--- config.mk ---
export PLATFORM = sky130hd
export DESIGN_NAME = dpar_unit
export DESIGN_NICKNAME = d
export VERILOG_FILES = /design/src/rtl/dpar_pkg.sv /design/src/rtl/dpar_lane_gen.sv /design/src/rtl/dpar_inta_phase.sv /design/src/rtl/dpar_check_mask.sv /design/src/rtl/dpar_unit.sv
export SDC_FILE = /design/constraint.sdc
export NUM_CORES = 1
export LEC_CHECK = 0
export ABC_CLOCK_PERIOD_IN_PS = 2500
export BUFFER_PORTS_ARGS = -buffer_cell sky130_fd_sc_hd__clkbuf_2
export CAP_MARGIN = 20
export CORE_MARGIN = 4
export CORE_UTILIZATION = 34
export CTS_BUF_LIST = sky130_fd_sc_hd__clkbuf_4 sky130_fd_sc_hd__clkbuf_8 sky130_fd_sc_hd__clkbuf_16
export DETAILED_ROUTE_END_ITERATION = 6
export PLACE_DENSITY = 0.84
export SLEW_MARGIN = 25
export SYNTH_ARGS = -nofsm -noshare
export SYNTH_HDL_FRONTEND = slang
export SYNTH_SLANG_ARGS = --single-unit
--- constraint.sdc ---
create_clock -name clk -period 2.5 [get_ports clk]
set_input_delay 0.625 -clock clk [delete_from_list [all_inputs] [get_ports clk]]
set_output_delay 0.625 -clock clk [all_outputs]
set_load 0.05 [all_outputs]
--- src/rtl/dpar_pkg.sv ---
package dpar_pkg;

    localparam int DATA_W = 64;
    localparam int BYTE_W = 8;
    localparam int LANES  = DATA_W / BYTE_W;

    typedef enum logic [2:0] {
        CYC_IDLE    = 3'd0,
        CYC_CODE_RD = 3'd1,
        CYC_MEM_RD  = 3'd2,
        CYC_IO_RD   = 3'd3,
        CYC_INTA    = 3'd4,
        CYC_WRITE   = 3'd5,
        CYC_FILL    = 3'd6,
        CYC_IDLE2   = 3'd7
    } cyc_e;

    typedef struct packed {
        logic checked;   // read-type transfer that may be checked
        logic all_lanes; // ignore byte enables
        logic is_inta;   // subject to acknowledge pairing
        logic drives;    // write: parity driven
    } cyc_class_t;

    function automatic cyc_class_t classify(input logic [2:0] code);
        cyc_class_t c;
        c = '0;
        case (code)
            CYC_CODE_RD, CYC_MEM_RD, CYC_IO_RD: c.checked = 1'b1;
            CYC_INTA: begin
                c.checked = 1'b1;
                c.is_inta = 1'b1;
            end
            CYC_FILL: begin
                c.checked   = 1'b1;
                c.all_lanes = 1'b1;
            end
            CYC_WRITE: c.drives = 1'b1;
            default: c = '0;
        endcase
        return c;
    endfunction

    function automatic logic [LANES-1:0] lane_parity(input logic [DATA_W-1:0] d);
        logic [LANES-1:0] p;
        for (int n = 0; n < LANES; n++) p[n] = ^d[n*BYTE_W +: BYTE_W];
        return p;
    endfunction

endpackage

--- src/rtl/dpar_lane_gen.sv ---
module dpar_lane_gen #(
    parameter int DATA_W = dpar_pkg::DATA_W,
    parameter int BYTE_W = dpar_pkg::BYTE_W,
    localparam int LANES = DATA_W / BYTE_W
) (
    input  logic [DATA_W-1:0] data,
    output logic [LANES-1:0]  parity
);
    for (genvar n = 0; n < LANES; n++) begin : g_lane
        assign parity[n] = ^data[n*BYTE_W +: BYTE_W];
    end
endmodule

--- src/rtl/dpar_inta_phase.sv ---
module dpar_inta_phase (
    input  logic clk,
    input  logic rst,
    input  logic ack_strobe,
    output logic second
);
    logic phase_q;

    always_ff @(posedge clk) begin
        if (rst)             phase_q <= 1'b0;
        else if (ack_strobe) phase_q <= ~phase_q;
    end

    assign second = phase_q;
endmodule

--- src/rtl/dpar_check_mask.sv ---
module dpar_check_mask #(
    parameter int LANES = dpar_pkg::LANES
) (
    input  dpar_pkg::cyc_class_t cls,
    input  logic                 strobe,
    input  logic                 ack_second,
    input  logic [LANES-1:0]     be_n,
    output logic [LANES-1:0]     mask
);
    logic enable;

    always_comb begin
        enable = strobe && cls.checked && (!cls.is_inta || ack_second);
        if (!enable)           mask = '0;
        else if (cls.all_lanes) mask = '1;
        else                   mask = ~be_n;
    end
endmodule

--- src/rtl/dpar_unit.sv ---
module dpar_unit #(
    parameter int DATA_W = dpar_pkg::DATA_W,
    parameter int BYTE_W = dpar_pkg::BYTE_W,
    localparam int LANES = DATA_W / BYTE_W
) (
    input  logic              clk,
    input  logic              rst,
    input  logic [DATA_W-1:0] bus_data,
    input  logic [LANES-1:0]  par_in,
    input  logic [LANES-1:0]  be_n,
    input  logic [2:0]        cyc_type,
    input  logic              data_valid,
    output logic [LANES-1:0]  par_out,
    output logic              par_oe,
    output logic              chk_n
);
    import dpar_pkg::*;

    cyc_class_t       cls;
    logic [LANES-1:0] gen_par;
    logic [LANES-1:0] mask;
    logic             ack_second;
    logic             err_q;

    assign cls = classify(cyc_type);

    dpar_lane_gen #(.DATA_W(DATA_W), .BYTE_W(BYTE_W)) u_gen (
        .data   (bus_data),
        .parity (gen_par)
    );

    dpar_inta_phase u_phase (
        .clk        (clk),
        .rst        (rst),
        .ack_strobe (data_valid && cls.is_inta),
        .second     (ack_second)
    );

    dpar_check_mask #(.LANES(LANES)) u_mask (
        .cls        (cls),
        .strobe     (data_valid),
        .ack_second (ack_second),
        .be_n       (be_n),
        .mask       (mask)
    );

    always_ff @(posedge clk) begin
        if (rst) err_q <= 1'b0;
        else     err_q <= |((par_in ^ gen_par) & mask);
    end

    assign par_oe  = cls.drives;
    assign par_out = cls.drives ? gen_par : '0;
    assign chk_n   = ~err_q;
endmodule

-- Yosys cells after proc, flatten, opt, wreduce, memory -nomap -nowiden
Cells that the tools add are included.
- register bits after elaboration: 2
- word-level logic and storage cells: 35
- bits of input ports: 86
- output and inout port bits: 10
- mux-type cells: 7
- bitwise operators: 5
- equality and inequality tests: 6
- reduce and logical (&&, ||, !) cells: 15
- operators with widths (operator ; count):
    8-bit XOR reduction ; 8
    8-bit 2-to-1 mux ; 3
    3-bit == test (second input constant) ; 3
    8-bit bitwise AND ; 1
    8-bit NOT ; 1
    8-bit OR reduction ; 1
    8-bit bitwise XOR ; 1
    3-bit by 2-bit == test with 1-bit output (second input constant) ; 2
    5-bit OR reduction ; 1
    1-bit 2-to-1 mux ; 4
    3-bit by 1-bit == test with 1-bit output (second input constant) ; 1
    1-bit logical AND ; 3
    1-bit NOT ; 2
    1-bit zero test ; 1
    1-bit logical OR ; 1

-- Depth between registers and ports, before layout
- depth in word-level cells: 8
- gate-level depth with buffers: 5
- depth with buffers taken out: 5

-- By module
From an unflattened synthesis, not the netlist that was laid out.
- cell total of the unflattened synthesis: 108
- area total of the unflattened synthesis: 932.1 um^2
- modules (own cells, without submodules) (module ; times used ; area each (um^2) ; cells each):
    dpar_lane_gen ; 1 ; 490.5 ; 56
    dpar_unit ; 1 ; 247.7 ; 30
    dpar_check_mask ; 1 ; 161.4 ; 19
    dpar_inta_phase ; 1 ; 32.5 ; 3

-- Worst setup path after synthesis
No wires, ideal clock.
- path type: input to output
- start point: input bus_data[6]
- end point: output par_out[0]
- arrival: 1.763 ns
- required time: 1.875 ns
- stages: 4
- slack: 0.112 ns
- buffers on the path: 0
- cells stage by stage: xnor2_1 -> xnor2_1 -> xnor2_1 -> nor2_1
- word-level cells in the longest chain between the ends: 2
- ends and longest elaborated chain (item ; RTL line ; source):
    start, declared ; dpar_unit.sv:8 ; input logic [DATA_W-1:0] bus_data,
    8-bit XOR reduction ; dpar_lane_gen.sv:10 ; assign parity[n] = ^data[n*BYTE_W +: BYTE_W];
    8-bit 2-to-1 mux ; dpar_unit.sv:53 ; assign par_out = cls.drives ? gen_par : '0;
    end, declared ; dpar_unit.sv:13 ; output logic [LANES-1:0] par_out,
No other way between the ends.

-- Final worst setup path
- start point: input bus_data[43]
- end point: output par_out[5]
The elaborated chain is that of the path after synthesis.

==> results by group <==
Clock network
  – Total setup buffers inserted after CTS: 0
  – # resized after CTS: 0
  – Clock Sinks: 2
  – Root Driver: clkbuf_4
  – Skew-Pair Late Insertion Delay: 0.22 ns
  – Clock buffer depth: 2
  – Clock transition at path regs: 0.03 ns
  – Hold buffers post-CTS: 0
  – H-tree depth: 1
  – TritonCTS Buffers: 3
  – CTS tree: done

GRT
  – Vias in the first global route: 972
  – Grt total ovfl: 0
  – GRT Overall Usage: 0.137
  – Largest net degree at the start of global routing: 10
  – Initial antenna violation count: 0
  – First-pass GRT wire length: 3770 µm

Timing
  – RSZ-0062 raised after global routing: false
  – Skew final: 0.00527 ns
  – Period utilization: 0.904
  – Slew Limit Fails: 0
  – Final hold vios: 0
  – Max Fclk: between 400 and 500 MHz
  – Final setup vio count: 0
  – Worst hold slack: 0.537 ns
  – Final setup TNS: 0 ns
  – Measured slew at the worst slew-check pin: 0.433 ns
  – Relative slew slack: 0.711
  – Tmin final: 2.26 ns

Detailed routing
  – 1st-pass router iterations: 4
  – WL met3: approximately 260 µm
  – Final wirelength: 2370 µm
  – Routed Antenna Nets: 0
  – WL met2: between 1000 and 1500 µm
  – Top layer in use: met3
  – Starting DRT DRC Count: 21
  – Vias/cell: roughly 4.4
  – DRT met1 WL: ~850 µm
  – Routed len/inst: about 11 µm
  – Vias post-DR: roughly 1000
  – Drt drc: 0

Finish
  – Most frequent cells in the layout: clkbuf_2 (95), xnor2_1 (57), nor2_1 (9), a21oi_1 (8), xor3_1 (8)
  – Final #Nets: 283
  – Synth-to-Final Area Change: 60.0%
  – Filler cell count: 266
  – Layout cells sized above 1: 0.503
  – Most common library cell in the layout ignoring fill and taps: clkbuf_2
  – Area occupied by multi-input gates: 845 µm²
  – Ant. Diodes: 0
  – Flip-flop and latch area: around 40 µm²

Logic synthesis
  – Mapped Area: 892 µm²
  – Synth Area per Inst: 9.20 µm²
  – Syn Inst Count: 97
  – Yosys warns: 0
  – Sequential-to-total area share from yosys stat: 0.0449
  – Netlist cell types: 13
  – Post-Syn Nets: between 150 and 200
  – #FFs+latches synth: 2

Die
  – Die Wd: 59.2 µm
  – Die Area: 3510 µm²
  – FP Rows: 18
  – Initial core utilization: 0.357
  – Core area: about 2500 µm²
  – Num ports: 96
  – Die height: 59.2 µm

Worst setup path
  – CP delay by family, top: XOR/XNOR gates
  – CP max stage cell: xnor2_1
  – Setup crit end kind: output pin
  – CP bufs+invs: 2
  – CP arrival: 1.63 ns
  – Critical Path RT: 1.88 ns
  – Crit-path max cell delay: 0.29 ns
  – Startpoint class of the critical path: input pin
  – CP max FO: 2
  – CP Cell Sequence: clkbuf_2 -> xnor2_1 -> xnor2_1 -> xnor2_1 -> nor2_1 -> clkbuf_2
  – R2r setup slk: 1.10 ns
  – Crit path kind: in -> out
  – CP most frequent cell: xnor2_1

Pwr
  – Sw frac: 0.388
  – IR drop worst, VDD: 0.000229 V
  – Lkg Pwr: between 0.7 and 0.8 nW
  – Pint: 0.343 mW
  – Pwr Density: 393 nW/µm²
  – Flop pwr share: 0.068
  – Clock power frac: 0.125
  – Combinational Power Share: 0.806
  – Net Switching: 0.218 mW

Placed design
  – GPL Wtd Cong: around 0.74
  – DPL Wire Length: approximately 2200 µm
  – Port buffer count: 95

Job
  – MaxCap Viol Count: 0

Worst hold path
  – Hold Path Class: reg -> reg

Outcome
  – Outcome: finished, final reports clean
-- through the flow --
step / utilization / setup WS [ns] / area (µm²) / std cells / total power, mW
finish: 0.571 / 0.241 / 1430 / 225 / 0.561
global route: 0.571 / 0.130 / 1430 / 225 / 0.610
detailed placement: 0.562 / 0.185 / 1410 / 222 / 0.496
floorplan: - / 0.112 / 892 / 97 / 0.379
CTS: 0.571 / 0.185 / 1430 / 225 / 0.572
global placement: 0.562 / 0.231 / 1410 / 222 / 0.492
-- cell usage after synthesis --
cell      instances  share of area
nand3_1           1         0.0056
a22oi_1           4          0.034
a41oi_1           1         0.0098
nand2_1           1         0.0042
nor4bb_1          1          0.011
nor2_1            9          0.038
nand3b_1          2          0.017
a21oi_1           8          0.045
inv_1             2         0.0084
dfxtp_1           2          0.045
a211o_1           1         0.0098
xor3_1            8           0.21
xnor2_1          57           0.56
-- worst paths after layout --
check	cells past startpoint	startpoint	endpoint
setup reg to reg	5	u_phase.second$_SDFFE_PP0P_	err_q$_SDFF_PP0_
hold / removal	2	u_phase.second$_SDFFE_PP0P_	u_phase.second$_SDFFE_PP0P_
hold reg to reg	2	u_phase.second$_SDFFE_PP0P_	u_phase.second$_SDFFE_PP0P_
setup / recovery	6	bus_data[43]	par_out[5]
-- flip-flops by register name, summed over array words and instances, names as in the netlist --
signal          count
err_q               1
u_phase.second      1
-- final cells by class --
class,instances,share of cell area
flip-flops and latches,2,0.0280
multi-input cells,93,0.592
inverters,2,0.00526
repair buffers,95,0.333
well taps,30,0.0263
clock buffers,3,0.0158
-- worst register-to-register path, stage by stage (launching register included) --
cell and delay, ns:
dfxtp_1 0.31, a211o_1 0.25, nand3_1 0.27, a21oi_1 0.08, a22oi_1 0.21, a41oi_1 0.14
-- power groups by stage --
stage | Sequential (mW) | Combinational [mW] | Clock [mW]
5_1_grt | 0.0390 | 0.490 | 0.0815
3_5_place_dp | 0.0387 | 0.457 | 0
6_report | 0.0383 | 0.452 | 0.0702
3_3_place_gp | 0.0387 | 0.453 | 0
2_1_floorplan | 0.0385 | 0.341 | 0
4_1_cts | 0.0383 | 0.459 | 0.0746
-- logic make-up after synthesis --
logic type / share of synthesized area
flops: 0.0449
compound gates: 0.0982
simple gates: 0.0757
buf+inv: 0.00842
xor+xnor: 0.773
-- metal layers --
metal / track usage / vias to the layer above
li1: - / 521
met1: 0.161 / 409
met2: 0.248 / 53
met3: 0.0327 / 0
met4: 0.0291 / 0
met5: 0 / -
Note: power is estimated with default switching activity, not from simulation.
